## src/rtl/bkpt_pkg.sv

```systemverilog
// Shared definitions for the breakpoint match unit.
// Assumes a 32-bit register word and the select map used by the top level.
package bkpt_pkg;

    typedef enum logic [1:0] {
        AK_FETCH = 2'b00,
        AK_READ  = 2'b01,
        AK_WRITE = 2'b10,
        AK_PORT  = 2'b11
    } acc_kind_e;

    localparam int          REG_W      = 32;
    localparam logic [2:0]  SEL_STATUS = 3'd4;
    localparam logic [2:0]  SEL_CTRL   = 3'd5;
    localparam int          STEP_BIT   = 14;
    localparam int          TYPE_LSB   = 16;
    localparam int          LEN_LSB    = 18;
    localparam int          FIELD_STEP = 4;

endpackage

```

## src/rtl/bkpt_slot.sv

```systemverilog
// One breakpoint comparator slot.
// Decides combinationally whether the presented access hits this slot.
// Assumes the caller has already merged the local and global enables.
module bkpt_slot
    import bkpt_pkg::*;
#(
    parameter int AW = 32
) (
    input  logic [AW-1:0] slot_addr,
    input  logic          enable,
    input  logic [1:0]    rw_type,
    input  logic [1:0]    len_code,
    input  logic          dbg_ext,
    input  logic          resume_flag,
    input  logic          acc_valid,
    input  logic [1:0]    acc_kind,
    input  logic [AW-1:0] acc_addr,
    input  logic [1:0]    acc_size,
    output logic          hit
);

    logic [AW-1:0] len_mask;
    logic [AW-1:0] acc_ext;
    logic [AW-1:0] base;
    logic [AW-1:0] slot_end;
    logic [AW:0]   acc_end;
    logic          type_ok;
    logic          overlap;
    acc_kind_e     kind;

    // Turn the length and size codes into byte-offset masks.
    always_comb begin
        case (len_code)
            2'b00:   len_mask = '0;
            2'b01:   len_mask = AW'(1);
            default: len_mask = AW'(3);
        endcase
        case (acc_size)
            2'b00:   acc_ext = '0;
            2'b01:   acc_ext = AW'(1);
            default: acc_ext = AW'(3);
        endcase
    end

    // Compare the aligned slot range with the access byte range, without wrap.
    always_comb begin
        base     = slot_addr & ~len_mask;
        slot_end = base | len_mask;
        acc_end  = {1'b0, acc_addr} + {1'b0, acc_ext};
        overlap  = (acc_addr <= slot_end) && ({1'b0, base} <= acc_end);
    end

    // Check that the access kind is one this slot's type code accepts.
    always_comb begin
        kind = acc_kind_e'(acc_kind);
        case (rw_type)
            2'b00:   type_ok = (kind == AK_FETCH) && !resume_flag;
            2'b01:   type_ok = (kind == AK_WRITE);
            2'b11:   type_ok = (kind == AK_READ) || (kind == AK_WRITE);
            default: type_ok = dbg_ext && (kind == AK_PORT);
        endcase
    end

    // Final qualification of the match.
    always_comb begin
        hit = acc_valid && enable && type_ok && (len_code != 2'b10) && overlap;
    end

endmodule

```

## src/rtl/bkpt_step.sv

```systemverilog
// Single-step trap tracker.
// Traps at each retire whose instruction began with the trap flag set.
// Assumes trap_flag shows the flag value after the retiring instruction.
module bkpt_step (
    input  logic clk,
    input  logic rst_n,
    input  logic trap_flag,
    input  logic insn_retire,
    output logic step_now,
    output logic step_trap
);

    logic armed_q;

    // A retire traps when the flag was already set at the previous retire.
    always_comb begin
        step_now = insn_retire && armed_q;
    end

    // Track the flag at each retire and register the trap pulse.
    always_ff @(posedge clk) begin
        if (!rst_n) begin
            armed_q   <= 1'b0;
            step_trap <= 1'b0;
        end else begin
            step_trap <= step_now;
            if (insn_retire) begin
                armed_q <= trap_flag;
            end
        end
    end

    p_step_after_retire_r12: assert property (@(posedge clk) disable iff (!rst_n)
        step_trap |-> $past(insn_retire));

    p_step_one_late_r12: assert property (@(posedge clk) disable iff (!rst_n)
        (insn_retire && !armed_q) |=> !step_trap);

endmodule

```

## src/rtl/bkpt_match_unit.sv

```systemverilog
// Breakpoint match unit top level.
// Holds the address, control and status registers, runs the slot
// comparators and the single-step tracker, and registers the trap pulses.
// Assumes one access and at most one retire per cycle.
module bkpt_match_unit
    import bkpt_pkg::*;
#(
    parameter int AW        = 32,
    parameter int NUM_SLOTS = 4
) (
    input  logic              clk,
    input  logic              rst_n,
    input  logic              reg_we,
    input  logic [2:0]        reg_sel,
    input  logic [REG_W-1:0]  reg_wdata,
    output logic [REG_W-1:0]  reg_rdata,
    input  logic              acc_valid,
    input  logic [1:0]        acc_kind,
    input  logic [AW-1:0]     acc_addr,
    input  logic [1:0]        acc_size,
    input  logic              dbg_ext,
    input  logic              resume_flag,
    input  logic              trap_flag,
    input  logic              insn_retire,
    output logic              bp_trap,
    output logic              step_trap
);

    localparam logic [REG_W-1:0] STATUS_ONES = 32'hFFFF_0000;

    logic [AW-1:0]        addr_q [NUM_SLOTS];
    logic [REG_W-1:0]     ctrl_q;
    logic [NUM_SLOTS-1:0] st_bits_q;
    logic                 bs_q;
    logic [NUM_SLOTS-1:0] slot_hit;
    logic                 step_now;
    logic                 st_wr;

    // One comparator per slot, with its fields taken from the control word.
    for (genvar n = 0; n < NUM_SLOTS; n++) begin : g_slot
        bkpt_slot #(.AW(AW)) u_slot (
            .slot_addr  (addr_q[n]),
            .enable     (ctrl_q[2*n] | ctrl_q[2*n+1]),
            .rw_type    (ctrl_q[TYPE_LSB + FIELD_STEP*n +: 2]),
            .len_code   (ctrl_q[LEN_LSB + FIELD_STEP*n +: 2]),
            .dbg_ext    (dbg_ext),
            .resume_flag(resume_flag),
            .acc_valid  (acc_valid),
            .acc_kind   (acc_kind),
            .acc_addr   (acc_addr),
            .acc_size   (acc_size),
            .hit        (slot_hit[n])
        );

        p_len_undef_r6: assert property (@(posedge clk) disable iff (!rst_n)
            (ctrl_q[LEN_LSB + FIELD_STEP*n +: 2] == 2'b10) |-> !slot_hit[n]);

        p_type_undef_r5: assert property (@(posedge clk) disable iff (!rst_n)
            ((ctrl_q[TYPE_LSB + FIELD_STEP*n +: 2] == 2'b10) && !dbg_ext) |-> !slot_hit[n]);

        p_disabled_r3: assert property (@(posedge clk) disable iff (!rst_n)
            (ctrl_q[2*n +: 2] == 2'b00) |-> !slot_hit[n]);
    end

    bkpt_step u_step (
        .clk        (clk),
        .rst_n      (rst_n),
        .trap_flag  (trap_flag),
        .insn_retire(insn_retire),
        .step_now   (step_now),
        .step_trap  (step_trap)
    );

    // Decode a software write to the status word.
    always_comb begin
        st_wr = reg_we && (reg_sel == SEL_STATUS);
    end

    // Register file updates, sticky status and the breakpoint trap pulse.
    always_ff @(posedge clk) begin
        if (!rst_n) begin
            for (int n = 0; n < NUM_SLOTS; n++) begin
                addr_q[n] <= '0;
            end
            ctrl_q    <= '0;
            st_bits_q <= '0;
            bs_q      <= 1'b0;
            bp_trap   <= 1'b0;
        end else begin
            for (int n = 0; n < NUM_SLOTS; n++) begin
                if (reg_we && (reg_sel == 3'(n))) begin
                    addr_q[n] <= reg_wdata[AW-1:0];
                end
            end
            if (reg_we && (reg_sel == SEL_CTRL)) begin
                ctrl_q <= reg_wdata;
            end
            if (st_wr) begin
                st_bits_q <= reg_wdata[NUM_SLOTS-1:0] | slot_hit;
                bs_q      <= reg_wdata[STEP_BIT] | step_now;
            end else begin
                st_bits_q <= st_bits_q | slot_hit;
                bs_q      <= bs_q | step_now;
            end
            bp_trap <= |slot_hit;
        end
    end

    // Combinational read mux over the register set.
    always_comb begin
        reg_rdata = '0;
        for (int n = 0; n < NUM_SLOTS; n++) begin
            if (reg_sel == 3'(n)) begin
                reg_rdata = REG_W'(addr_q[n]);
            end
        end
        if (reg_sel == SEL_CTRL) begin
            reg_rdata = ctrl_q;
        end
        if (reg_sel == SEL_STATUS) begin
            reg_rdata                  = STATUS_ONES;
            reg_rdata[STEP_BIT]        = bs_q;
            reg_rdata[NUM_SLOTS-1:0]   = st_bits_q;
        end
    end

    p_trap_has_status_r9: assert property (@(posedge clk) disable iff (!rst_n)
        bp_trap |-> (st_bits_q != '0));

    p_no_valid_no_trap_r8: assert property (@(posedge clk) disable iff (!rst_n)
        !acc_valid |=> !bp_trap);

    p_sticky_r10: assert property (@(posedge clk) disable iff (!rst_n)
        !st_wr |=> ((st_bits_q & $past(st_bits_q)) == $past(st_bits_q)));

    p_resume_fetch_r11: assert property (@(posedge clk) disable iff (!rst_n)
        (resume_flag && (acc_kind == 2'b00)) |-> (slot_hit == '0));

endmodule

```

## config.mk

```make
export PLATFORM = sky130hd
export DESIGN_NAME = bkpt_match_unit
export DESIGN_NICKNAME = d
export VERILOG_FILES = /design/src/rtl/bkpt_pkg.sv /design/src/rtl/bkpt_slot.sv /design/src/rtl/bkpt_step.sv /design/src/rtl/bkpt_match_unit.sv
export SDC_FILE = /design/constraint.sdc
export NUM_CORES = 1
export LEC_CHECK = 0
export ABC_AREA = 1
export BUFFER_PORTS_ARGS = -buffer_cell sky130_fd_sc_hd__buf_2
export CAP_MARGIN = 20
export CORE_MARGIN = 2
export CORE_UTILIZATION = 30
export CTS_BUF_LIST = sky130_fd_sc_hd__clkbuf_8
export DETAILED_ROUTE_END_ITERATION = 16
export PLACE_DENSITY = 0.53
export SLEW_MARGIN = 20
export SYNTH_ARGS = -nofsm -noshare
export SYNTH_HDL_FRONTEND = slang
export SYNTH_HIERARCHICAL = 1
export SYNTH_SLANG_ARGS = --single-unit
```

## constraint.sdc

```tcl
create_clock -name clk -period 4.3 [get_ports clk]
set_input_delay 0.215 -clock clk [delete_from_list [all_inputs] [get_ports clk]]
set_output_delay 0.215 -clock clk [all_outputs]
set_load 0.005 [all_outputs]
```

==> out/results.tsv <==
metric	value	unit
outcome	complete, no violations	
nets@finish	3031	
Mapped Nets	2896	
Max-cap violations	0	
Pwr Density	235	mW/mm2
CTS tree	built	
sequential-to-total area share from yosys stat	0.258	
Final Max Slew Viols	0	
clock latency at the later pin of the worst-skew pair	510	ps
CTS Sinks	168	
#FFs+latches synth	168	
async set-reset flop share out of synthesis	0	
hold bufs inserted after CTS	2	
Starting Density	0.304	
Ports	113	
final setup violation count	0	
depth of the worst hold-timing path	3	
detailed-route wire length per cell	21.7	um
first-pass GRT wire length	110000	um
Rows	89	
fraction of layout cells with a size suffix above 1	0.120	
post-cts sizing count	0	
count leader, synth	nand2_1	
Post-Synthesis Cells	2537	
Die H	249	um
Setup Skew	15.7	ps
Syn Area/Cell	7.10	um2
FF/Latch Area	0.00464	mm2
via/cell ratio	5.13	
critical path required time	4720	ps
Core Util, Final	0.342	
P&R area growth vs syn	12.3	%
CTS H-tree depth	4	
main flop type after synthesis	edfxtp_1	
synth unique cells	42	
period utilisation layout	0.782	
CTS root buf	clkbuf_8	
Hold Crit Class	in -> reg	
die width	249	um
commonest cells in the netlist	nand2_1, nor2_1, inv_1, ha_1, a21oi_1	
initial drt markers	1525	
DR DRC count	0	
Num CTS Buffers	17	
post-DP HPWL	60700	um
Clock Tree Buf Depth	2	
Worst setup EP type	flip-flop	
Fill cells	6384	
reg2reg path depth	14	
gp weighted congestion	0.954	
EDFF count, synth	128	
Lkg Pwr	10.0	nW
Vias	17800	
Fin Setup TNS	0	ps
WP data arrival	3790	ps
Overflow after GRT	0	
Final Hold Vio Count	0	
Critical Path Source	acc_size[1]	
full die area	0.0620	mm2
Rel. slew slack	0.322	
Hold Path Origin	reg_wdata[4]	
Total Wirelength	75100	um
min cycle time layout	3360	ps
Critical R2R Launch	addr_q[3][29]	
synth warn	6	
leading post-synthesis cells by cell area	edfxtp_1, ha_1, nand2_1, nor2_1, inv_1	
startpoint types	input port	
Clock transition at path regs	110	ps
number of global-route vias before repair	17400	
setup repair bufs after CTS	0	
largest net degree at the start of global routing	47	
Setup CP Type	in -> reg	
worst-path fanout max	8	
remaining antenna violation count	0	
CORE AREA	0.0591	mm2
TritonRoute pass-1 iters	5	
unrepaired setup endpoints after global routing	false	
GRT Total Usage	0.239	
Peak VDD IR	0.000195	V
initial antenna violation count	3	
Worst-Margin Slew	1020	ps
Syn Std Cell Area	0.0180	mm2
Port Buf Inserts	112	
area of the multi-input gates	0.0117	mm2
Synth top area share	0.214	
dominant cell type by area after synthesis	edfxtp_1	
fmax	297	MHz
==> layout by cell type (no fill, tap or decap), types with 14 or more instances in the layout <==
| cell type | n |
|---|---|
| nor3_1 | 31 |
| nor2_4 | 19 |
| buf_2 | 112 |
| clkbuf_8 | 17 |
| inv_2 | 14 |
| ha_1 | 276 |
| nor2_2 | 27 |
| nand4_1 | 67 |
| o21ai_0 | 55 |
| nand2_1 | 606 |
| nor2_1 | 366 |
| buf_4 | 49 |
| xor2_1 | 60 |
| edfxtp_1 | 128 |
| inv_1 | 358 |
| a21oi_1 | 162 |
| dfxtp_1 | 40 |
| nand3_1 | 93 |
| xnor2_1 | 57 |
| nand2_2 | 24 |
==> flip-flops by register name, indices dropped and copies added (netlist names) <==
register	count
addr_q	128
bp_trap	1
bs_q	1
ctrl_q	32
st_bits_q	4
u_step/armed_q	1
u_step/step_trap	1
==> metal layers <==
layer / routed length [um] / share of wire / track usage / up-vias
met5: 0 / 0 / 0 / -
met4: 1780 / 0.024 / 0.0651 / 0
met3: 4990 / 0.066 / 0.0272 / 100
met2: 34700 / 0.46 / 0.401 / 639
met1: 33700 / 0.45 / 0.325 / 8524
li1: - / - / - / 8505
==> metrics by stage <==
step / total power [mW] / hold WS [ps] / cells / worst slack [ps] / area, um2
2_1_floorplan: 2.81 / 342 / 2537 / 733 / 18000
3_3_place_gp: 3.43 / 466 / 3422 / 447 / 19700
3_5_place_dp: 3.47 / 465 / 3422 / 435 / 19700
4_1_cts: 4.76 / 38.1 / 3456 / 1010 / 20100
5_1_grt: 5.01 / 68.5 / 3459 / 605 / 20200
6_report: 4.75 / 67.8 / 3461 / 937 / 20200
==> logic make-up (layout without fill, tap and decap cells) <==
group | count (synthesis) | after routing | share of synthesized area
xor+xnor | 117 | 117 | 0.0569
compound gates | 254 | 254 | 0.0756
flops | 168 | 168 | 0.258
other cells | 0 | 3 | 0
fa+ha+maj | 280 | 280 | 0.196
buf+inv | 423 | 571 | 0.0914
simple gates | 1295 | 1295 | 0.322
==> final cells by class <==
class                   count  area share
flip-flops and latches    168       0.230
clock buffers              17      0.0116
diodes                      3    0.000371
repair buffers            166      0.0506
clock inverters            15     0.00941
well taps                 773      0.0479
multi-input cells        1946       0.581
inverters                 373      0.0693
==> where the power goes <==
| part | switching [mW] | internal [mW] | leakage (nW) |
|---|---|---|---|
| clock | 0.708 | 0.587 | 0.211 |
| sequential | 0.133 | 1.84 | 1.56 |
| combinational | 0.978 | 0.504 | 8.23 |
| total | 1.82 | 2.93 | 10.0 |
==> critical path, stage by stage <==
cell	delay, ps
buf_2	170
or2_2	320
ha_1	220
fa_1	430
nand2_1	150
nor2_4	70
nand4_1	150
nor2_1	100
nand2_1	120
nor2_1	70
xnor2_1	120
ha_1	320
nand2_1	70
nor2_1	170
nand2_1	140
nor2_1	120
and2_1	130
nand2_1	50
a21oi_1	170
nor2_1	80
inv_1	110
nand3_1	110
o21a_1	180
==> worst paths after layout <==
kind,end,slack (ps)
worst max-delay path,bp_trap,940
worst min-delay path,ctrl_q[4],70
worst max register to register,bp_trap,1790
worst min register to register,u_step/step_trap,480
No activity file was read; power rests on OpenSTA's default activity.
